**src/rtl/axi_req_legality_pkg.sv**
```systemverilog
package axi_req_legality_pkg;
  localparam int NUM_RULES = 14;

  localparam int RULE_SIZE_WIDE   = 0;
  localparam int RULE_TOO_LONG    = 1;
  localparam int RULE_FIXED_OFF   = 2;
  localparam int RULE_BURST_RSVD  = 3;
  localparam int RULE_REG_LEN     = 4;
  localparam int RULE_REG_SIZE    = 5;
  localparam int RULE_REG_ALIGN   = 6;
  localparam int RULE_ATOM_SIZE   = 7;
  localparam int RULE_TAG_BURST   = 8;
  localparam int RULE_TAG_CACHE   = 9;
  localparam int RULE_TAG_UNIQ    = 10;
  localparam int RULE_TAG_RSVD    = 11;
  localparam int RULE_NODE_STASH  = 12;
  localparam int RULE_LP_STASH    = 13;

  typedef enum logic [1:0] {
    BURST_FIXED = 2'd0,
    BURST_INCR  = 2'd1,
    BURST_WRAP  = 2'd2,
    BURST_RSVD  = 2'd3
  } burst_e;

  typedef struct packed {
    logic capture;
    logic clear;
  } chkStrobe_t;
endpackage

```
**src/rtl/axi_req_legality_ctrl.sv**
```systemverilog
module axi_req_legality_ctrl
  import axi_req_legality_pkg::*;
(
  input  logic       clk,
  input  logic       rstN,
  input  logic       reqValid,
  input  logic       reqReady,
  output chkStrobe_t strobe,
  output logic       violValid
);
  logic handshake;

  always_comb begin
    handshake     = reqValid && reqReady;
    strobe.capture = handshake;
    strobe.clear   = !handshake;
  end

  always_ff @(posedge clk or negedge rstN) begin
    if (!rstN) violValid <= 1'b0;
    else       violValid <= handshake;
  end
endmodule

```
**src/rtl/axi_req_legality_dp.sv**
```systemverilog
module axi_req_legality_dp
  import axi_req_legality_pkg::*;
#(
  parameter int ADDR_W        = 32,
  parameter int DATA_W        = 64,
  parameter int MAX_TXN_BYTES = 4096,
  parameter bit FIXED_DISABLE = 1'b0,
  parameter bit REGULAR_ONLY  = 1'b1
) (
  input  logic                 clk,
  input  logic                 rstN,
  input  chkStrobe_t           strobe,
  input  logic                 reqIsRead,
  input  logic [ADDR_W-1:0]    reqAddr,
  input  logic [7:0]           reqLen,
  input  logic [2:0]           reqSize,
  input  logic [1:0]           reqBurst,
  input  logic [3:0]           reqCache,
  input  logic [5:0]           reqAtomic,
  input  logic [1:0]           reqTagOp,
  input  logic                 reqUniqueId,
  input  logic                 reqNodeStashEn,
  input  logic [10:0]          reqNodeStashId,
  input  logic                 reqLpStashEn,
  input  logic [4:0]           reqLpStashId,
  output logic [NUM_RULES-1:0] violFlags
);
  localparam int BUS_BYTES = DATA_W / 8;
  localparam int FULL_SIZE = $clog2(BUS_BYTES);
  localparam int SPAN_W    = 17;

  logic [SPAN_W-1:0] sizeBytes;
  logic [SPAN_W-1:0] totalBytes;
  logic [SPAN_W-1:0] addrLow;
  logic              isFixed;
  logic              isIncr;
  logic              isWrap;
  logic              tagActive;
  logic [2:0]        regVec;
  logic [NUM_RULES-1:0] ruleVec;

  always_comb begin
    sizeBytes  = SPAN_W'(1) << reqSize;
    totalBytes = (SPAN_W'(reqLen) + SPAN_W'(1)) << reqSize;
    addrLow    = SPAN_W'(reqAddr);
    isFixed    = (burst_e'(reqBurst) == BURST_FIXED);
    isIncr     = (burst_e'(reqBurst) == BURST_INCR);
    isWrap     = (burst_e'(reqBurst) == BURST_WRAP);
    tagActive  = (reqTagOp != 2'd0);
  end

  generate
    if (REGULAR_ONLY) begin : g_regular
      logic lenAllowed;
      always_comb begin
        lenAllowed = (reqLen == 8'd0) || (reqLen == 8'd1) || (reqLen == 8'd3) ||
                     (reqLen == 8'd7) || (reqLen == 8'd15);
        regVec[0]  = !lenAllowed;
        regVec[1]  = (reqLen != 8'd0) && (reqSize != 3'(FULL_SIZE));
        regVec[2]  = (isIncr && lenAllowed && ((addrLow & (totalBytes - SPAN_W'(1))) != '0)) ||
                     (isWrap && ((addrLow & (sizeBytes - SPAN_W'(1))) != '0));
      end
    end else begin : g_plain
      always_comb regVec = '0;
    end
  endgenerate

  always_comb begin
    ruleVec                  = '0;
    ruleVec[RULE_SIZE_WIDE]  = sizeBytes > SPAN_W'(BUS_BYTES);
    ruleVec[RULE_TOO_LONG]   = totalBytes > SPAN_W'(MAX_TXN_BYTES);
    ruleVec[RULE_FIXED_OFF]  = isFixed && (FIXED_DISABLE || REGULAR_ONLY);
    ruleVec[RULE_BURST_RSVD] = (burst_e'(reqBurst) == BURST_RSVD);
    ruleVec[RULE_REG_LEN]    = regVec[0];
    ruleVec[RULE_REG_SIZE]   = regVec[1];
    ruleVec[RULE_REG_ALIGN]  = regVec[2];
    ruleVec[RULE_ATOM_SIZE]  = !reqIsRead && (reqAtomic != 6'd0) && (reqSize > 3'd5);
    ruleVec[RULE_TAG_BURST]  = tagActive && isFixed;
    ruleVec[RULE_TAG_CACHE]  = tagActive && (reqCache != 4'b0011);
    ruleVec[RULE_TAG_UNIQ]   = tagActive && !reqUniqueId;
    ruleVec[RULE_TAG_RSVD]   = reqIsRead && (reqTagOp == 2'd2);
    ruleVec[RULE_NODE_STASH] = !reqIsRead && !reqNodeStashEn && (reqNodeStashId != 11'd0);
    ruleVec[RULE_LP_STASH]   = !reqIsRead && !reqLpStashEn && (reqLpStashId != 5'd0);
  end

  always_ff @(posedge clk or negedge rstN) begin
    if (!rstN)              violFlags <= '0;
    else if (strobe.capture) violFlags <= ruleVec;
    else if (strobe.clear)   violFlags <= '0;
  end
endmodule

```
**src/rtl/axi_req_legality.sv**
```systemverilog
module axi_req_legality
  import axi_req_legality_pkg::*;
#(
  parameter int ADDR_W        = 32,
  parameter int DATA_W        = 64,
  parameter int MAX_TXN_BYTES = 4096,
  parameter bit FIXED_DISABLE = 1'b0,
  parameter bit REGULAR_ONLY  = 1'b1
) (
  input  logic               clk,
  input  logic               rstN,
  input  logic               reqValid,
  input  logic               reqReady,
  input  logic               reqIsRead,
  input  logic [ADDR_W-1:0]  reqAddr,
  input  logic [7:0]         reqLen,
  input  logic [2:0]         reqSize,
  input  logic [1:0]         reqBurst,
  input  logic [3:0]         reqCache,
  input  logic [5:0]         reqAtomic,
  input  logic [1:0]         reqTagOp,
  input  logic               reqUniqueId,
  input  logic               reqNodeStashEn,
  input  logic [10:0]        reqNodeStashId,
  input  logic               reqLpStashEn,
  input  logic [4:0]         reqLpStashId,
  output logic               violValid,
  output logic [13:0]        violFlags
);
  chkStrobe_t strobe;

  axi_req_legality_ctrl u_ctrl (
    .clk       (clk),
    .rstN      (rstN),
    .reqValid  (reqValid),
    .reqReady  (reqReady),
    .strobe    (strobe),
    .violValid (violValid)
  );

  axi_req_legality_dp #(
    .ADDR_W        (ADDR_W),
    .DATA_W        (DATA_W),
    .MAX_TXN_BYTES (MAX_TXN_BYTES),
    .FIXED_DISABLE (FIXED_DISABLE),
    .REGULAR_ONLY  (REGULAR_ONLY)
  ) u_dp (
    .clk            (clk),
    .rstN           (rstN),
    .strobe         (strobe),
    .reqIsRead      (reqIsRead),
    .reqAddr        (reqAddr),
    .reqLen         (reqLen),
    .reqSize        (reqSize),
    .reqBurst       (reqBurst),
    .reqCache       (reqCache),
    .reqAtomic      (reqAtomic),
    .reqTagOp       (reqTagOp),
    .reqUniqueId    (reqUniqueId),
    .reqNodeStashEn (reqNodeStashEn),
    .reqNodeStashId (reqNodeStashId),
    .reqLpStashEn   (reqLpStashEn),
    .reqLpStashId   (reqLpStashId),
    .violFlags      (violFlags)
  );
endmodule

```
**config.mk**
```make
export PLATFORM = sky130hd
export DESIGN_NAME = axi_req_legality
export DESIGN_NICKNAME = d
export VERILOG_FILES = /design/src/rtl/axi_req_legality_pkg.sv /design/src/rtl/axi_req_legality_ctrl.sv /design/src/rtl/axi_req_legality_dp.sv /design/src/rtl/axi_req_legality.sv
export SDC_FILE = /design/constraint.sdc
export NUM_CORES = 1
export LEC_CHECK = 0
export BUFFER_PORTS_ARGS = -buffer_cell sky130_fd_sc_hd__buf_2
export CAP_MARGIN = 10
export CORE_ASPECT_RATIO = 1.4
export CORE_UTILIZATION = 40
export CTS_CLUSTER_SIZE = 12
export DETAILED_ROUTE_END_ITERATION = 16
export PLACE_DENSITY = 0.69
export SKIP_LAST_GASP = 1
export SLEW_MARGIN = 25
export SYNTH_ARGS = -nofsm -noshare
export SYNTH_HDL_FRONTEND = slang
export SYNTH_SLANG_ARGS = --single-unit
```
**constraint.sdc**
```tcl
create_clock -name clk -period 0.8 [get_ports clk]
set_input_delay 0 -clock clk [delete_from_list [all_inputs] [get_ports clk]]
set_output_delay 0 -clock clk [all_outputs]
set_load 0.1 [all_outputs]
```
# Word level (Yosys, flattened, before mapping)
# Cells that the tools add are included.
classes:
  bitwise: 2
  shift: 2
  muxes: 1
  n_reduce_logical: 34
  add_sub_neg: 3
  magnitude_cmp: 3
  n_eq_ne: 10
op_table:
  columns: ["operator", "count"]
  rows:
  - ["17-bit AND", 2]
  - ["17-bit nonzero test", 2]
  - ["17-bit by 1-bit subtractor with 17-bit output, second input constant", 2]
  - ["17-bit by 13-bit greater-than comparator with 1-bit output, second input constant", 1]
  - ["17-bit by 4-bit greater-than comparator with 1-bit output, second input constant", 1]
  - ["1-bit by 3-bit left shift with 17-bit output, first input constant", 1]
  - ["17-bit by 3-bit left shift with 17-bit output", 1]
  - ["1-bit logical AND", 15]
  - ["14-bit 2-to-1 mux", 1]
  - ["11-bit nonzero test", 1]
  - ["8-bit by 1-bit adder with 9-bit output, second input constant", 1]
  - ["8-bit by 1-bit == test with 1-bit output, second input constant", 1]
  - ["8-bit by 2-bit == test with 1-bit output, second input constant", 1]
  - ["8-bit by 3-bit == test with 1-bit output, second input constant", 1]
  - ["8-bit by 4-bit == test with 1-bit output, second input constant", 1]
  - ["8-bit zero test", 1]
  - ["8-bit nonzero test", 1]
  - ["2-bit == test, second input constant", 3]
  - ["6-bit nonzero test", 1]
  - ["1-bit zero test", 5]
  - ["1-bit logical OR", 5]
  - ["5-bit nonzero test", 1]
  - ["4-bit by 2-bit != test with 1-bit output, second input constant", 1]
  - ["3-bit greater-than comparator, second input constant", 1]
  - ["4 further kinds", 4]
word_totals:
  ff_bits: 15
  word_cells: 57
  output_inout_bits: 15

# Logic depth before layout (Yosys ltp)
depth:
  word_depth: 9
  ltp_mapped: 16

# Hierarchy
# From an unflattened synthesis, not the netlist that was laid out.
unflattened:
  hier_cells: 273
  hier_area_um2: 2129.5
modules_own_cells:
  columns: ["module", "instances", "area_per_inst_um2", "cells_per_inst"]
  rows:
  - ["axi_req_legality_dp", 1, 2087.0, 269]
  - ["axi_req_legality_ctrl", 1, 42.5, 4]

# Worst setup path before layout
# OpenSTA, ideal clock, no wires.
synth_path:
  path_type: "input to register"
  from: "in reqLen[0]"
  to: "reg u_dp.violFlags[6]"
  path_buffers: 2
  required_ns: 0.676
  setup_slack_ns: -2.105
  stages: 14
  t_arrival_ns: 2.781
  setup_ns: 0.124
  cell_sequence: "buf_2 -> inv_1 -> ha_1 -> buf_2 -> or2_2 -> o311ai_0 -> nor2_1 -> nor4_1 -> nand3_1 -> or2_2 -> nor2_1 -> xor2_1 -> a22o_1 -> o31a_1"
synth_between:
  elab_chain_len: 9
  elab_cells_between_ends: 18
  classes_between: "add/sub: 2; eq/ne: 4; shift: 1; mux: 1; bitwise: 1; reduce/logical: 9"
synth_rtl:
  columns: ["element", "line_no", "text"]
  rows:
  - ["start: declaration", "axi_req_legality.sv:16", "input logic [7:0] reqLen,"]
  - ["branches (longest 6 deep; another with 17-bit by 1-bit subtractor with 17-bit output)", null, null]
  - ["1-bit logical AND (*)", "axi_req_legality_dp.sv:60", "regVec[2] = (isIncr && lenAllowed && ((addrLow & (totalBytes - SPAN_W'(1))) != '0)) ||"]
  - ["1-bit logical OR (*)", "axi_req_legality_dp.sv:60", null]
  - ["14-bit 2-to-1 mux (*)", "axi_req_legality_dp.sv:88", "else if (strobe.capture) violFlags <= ruleVec;"]
  - ["end signal: assignment", "axi_req_legality_dp.sv:88", null]
  - ["end: declaration", "axi_req_legality_dp.sv:26", "output logic [NUM_RULES-1:0] violFlags"]
# Mark *: on every way between the ends.

# Worst setup path in the final report
layout_path:
  from: "in reqSize[0]"
  to: "reg u_dp.violFlags[6]"
layout_between:
  elab_chain_len: 7
  elab_cells_between_ends: 12
  classes_between: "add/sub: 2; shift: 2; mux: 1; bitwise: 2; reduce/logical: 5"
layout_rtl:
  columns: ["element", "line_no", "text"]
  rows:
  - ["start: declaration", "axi_req_legality.sv:17", "input logic [2:0] reqSize,"]
  - ["17-bit by 3-bit left shift with 17-bit output or 1-bit by 3-bit left shift with 17-bit output (tied branches)", "axi_req_legality_dp.sv:44, axi_req_legality_dp.sv:43", null]
  - ["17-bit by 1-bit subtractor with 17-bit output (on tied branches)", "axi_req_legality_dp.sv:60, axi_req_legality_dp.sv:61", null]
  - ["17-bit AND (on tied branches)", "axi_req_legality_dp.sv:60, axi_req_legality_dp.sv:61", null]
  - ["17-bit nonzero test (on tied branches)", "axi_req_legality_dp.sv:60, axi_req_legality_dp.sv:61", null]
  - ["1-bit logical AND (on tied branches)", "axi_req_legality_dp.sv:60, axi_req_legality_dp.sv:61", null]
  - ["1-bit logical OR (*)", "axi_req_legality_dp.sv:60", null]
  - ["14-bit 2-to-1 mux (*)", "axi_req_legality_dp.sv:88", null]
# Mark *: on every way between the ends. The rest lies on a longest branch, timed or not.

==> summary.md <==
| Metric | Value |
|---|---|
| Clock-pin transition on the worst setup and hold timing paths | about 0.060 ns |
| Post-route DRC | 0 |
| Number of DRC markers in iteration 0 | 187 |
| Area grow syn2layout | 88.8% |
| Largest cells by area after synthesis | dfrtp_1 (17%), o21ai_0 (4.2%), nand2_1 (4.2%), nor2_1 (4.2%), ha_1 (4.0%) |
| DRT antenna net count | 0 |
| Setup repair after global routing missed its margin | yes |
| Chip Height | around 89 um |
| Critical Path Source Type | input port |
| Initial antenna violation count | 0 |
| Met1 Use GR | a little under a third |
| Post-Syn Nets | between 300 and 400 |
| H-tree Lvls | 1 |
| Max-Cap Viols | 0 |
| Clock sink count | 15 |
| Netlist Area Pre-Place | ~2200 sq um |
| LEAKAGE | 1.83 nW |
| Largest net degree at the start of global routing | 16 |
| DP Area | between 3000 and 4000 sq um |
| Synthesis Warnings | 0 |
| Starting density of the core | 41.6% |
| Ant diodes | 0 |
| Ys async rst share | between 90% and 100% |
| GR Util met2 | approximately two thirds |
| HP Class | in2reg |
| # IOs | 96 |
| Critical Path AT | around 2.8 ns |
| Layout cells sized above 1 | a little under three fifths |
| Root buf cell | clkbuf_8 |
| End of the worst hold path | u_dp.violFlags[12] |
| First-pass iteration count of the detailed router | 4 |
| Worst setup startpoint | reqSize[0] |
| Pwr Density | between 800 and 900 nW/um^2 |
| DR vias/cell | roughly 6 |
| Buffers added on ports | 80 |
| Die Width | 64.2 um |
| Fin. max-slew vios | 0 |
| Dominant cell type by area after synthesis | dfrtp_1 |
| Min cycle time layout | roughly 2.7 ns |
| First-pass GRT wire length | approximately 15 mm |
| Top Usage Layer GRT | met2 |
| EDFF count, synth | 0 |
| Synth top cells by count | nand2_1 (24), nor2_1 (24), o21ai_0 (18), inv_1 (17), dfrtp_1 (15) |
| Core area | about 5200 sq um |
| Failing checks | negative hold slack, negative setup slack |
| Num CTS Buffers | 3 |
| Synth top area share | approximately 17% |
| Worst Setup End Kind | flop |
| Status | finished, violations left |
| Die Area | about 5700 sq um |
| GRT overflow | 0 |
| Vias in the first global route | roughly 3100 |
| CTS tree | yes |
| Wire per inst | roughly 17 um |
| Fmax achieved | between 0.3 and 0.4 GHz |
| Worst Hold Slack | -0.0767 ns |
| CP required | around 0.93 ns |
| Post-Layout Inst Area | just over 4000 sq um |
| Nets | 567 |
| Maximum root-to-sink buffer count | 2 |
| GPL Wtd Cong | ~0.96 |
| Worst Slack Setup Final | -1.86 ns |
| Fin crit share | 332% |
| Final hold vios | 3 |
| WS Path Type | in2reg |
| Synth Flop Type | dfrtp_1 |
| Final setup violation count | 19 |
| Netlist cell types | 73 |
| Routed WL | between 9 and 10 mm |
| Flops & latches, synth | 15 |
| Max VDD drop | about 0.00042 V |
| HPWL Detailed | ~7.3 mm |
| Max-slew headroom | between 60% and 70% |
| GR Layer Usage met3 | under 10% |
| Crit-path max FO | 6 |
| Hold path startpoint | reqNodeStashEn |
| Worst slew pin tran | between 0.4 and 0.5 ns |
| Worst hold path cell count | 2 |
| Fillcell total | 365 |
| Register area share after synthesis | ~17% |
| Post-Syn Area per Cell | around 7.5 sq um |
| Seq. cell area | about 400 sq um |
| Multi-input logic area | between 1500 and 2000 sq um |
| GR Util All Layers | about 32% |
| Post-Synthesis Cells | 287 |
| Hold buffer count at CTS | 7 |
| Num rows | 31 |
| DR vias | between 3000 and 4000 |
-- worst max path at each step --
stage                                   end
after floorplan           u_dp.violFlags[6]
after global placement    u_dp.violFlags[6]
after detailed placement  u_dp.violFlags[6]
after CTS                 u_dp.violFlags[6]
after global routing      u_dp.violFlags[6]
final                     u_dp.violFlags[6]
-- per-stage QoR --
stage | setup TNS (ns) | total power (W) | utilization (%) | setup slack [ns] | instances
floorplan | -3.24 | 0.00187 | - | -1.80 | 287
global placement | -5.05 | 0.00274 | 69.9 | -2.07 | 521
detailed placement | -5.51 | 0.00279 | 69.9 | -2.19 | 521
CTS | -3.53 | 0.00354 | 76.1 | -1.81 | 537
global route | -4.10 | 0.00386 | 78.6 | -1.96 | 544
finish | -3.56 | 0.00367 | 78.6 | -1.86 | 544
-- sequential cells by signal, summed over array words and instances, names as in the netlist --
register,flops
u_dp.violFlags,14
u_ctrl.violValid,1
-- kinds of logic (layout without fill, tap and decap cells) --
kind of cell / Yosys count / count (layout) / synth area share, %
AO/OA/AOI/OAI: 100 / 100 / 33.4
XOR/XNOR: 12 / 12 / 5.20
adder cells (fa/ha/maj): 7 / 7 / 4.05
buffers and inverters: 36 / 227 / 9.36
flip-flops: 15 / 15 / 17.3
multiplexers: 2 / 2 / 0.925
AND/OR/NAND/NOR: 115 / 115 / 29.7
-- per-layer routing --
layer / wire, um / part of all wire, %
met1: 3210 / 34
met2: 5370 / 57
met3: 500 / 5.3
met4: 386 / 4.1
met5: 0 / 0
-- critical path, stage by stage --
cell	delay [ns]
buf_12	0.11
or3_4	0.42
ha_4	0.28
inv_2	0.02
a222oi_1	0.33
o21ai_1	0.13
a221oi_2	0.24
a311oi_2	0.16
and4b_1	0.30
o211ai_1	0.11
a211oi_1	0.24
nand4_1	0.15
o31a_1	0.30
-- placed cells by master, fill, tap and decap left out, drive strengths merged, types with 5 or more instances in the layout --
cell,Yosys,routed
xor2,8,8
nand4,6,6
buf,17,198
o211ai,10,10
or3,6,6
a21oi,11,11
a211oi,5,5
nand3,7,7
or2,9,9
o21ai,21,21
nand2,25,25
nor2,25,25
ha,7,7
dfrtp,15,15
inv,17,17
a31oi,8,8
dlygate4sd3,0,7
nor3,7,7
nor4,10,10
-- where the power goes --
part	switching, W	internal, W
clock network	0.000254	0.000353
registers	0.0000227	0.000790
logic	0.00115	0.00109
total	0.00143	0.00224
-- area by class of cell --
cell class	instances	area share, %
Clock buffer	4	1.10
Inverter	18	1.78
Multi-Input combinational cell	236	44.7
Sequential cell	15	9.61
Tap cell	66	2.02
Timing Repair Buffer	205	40.8
-- timing repair --
| item | in CTS | in global routing |
|---|---|---|
| setup endpoints to repair | 21 | 23 |
| resized for setup | 40 | 25 |
| pin swaps | 18 | 17 |
| hold endpoints to repair | 21 | 3 |
| buffers inserted | 8 | 7 |
(Power assumes the default switching activity.)
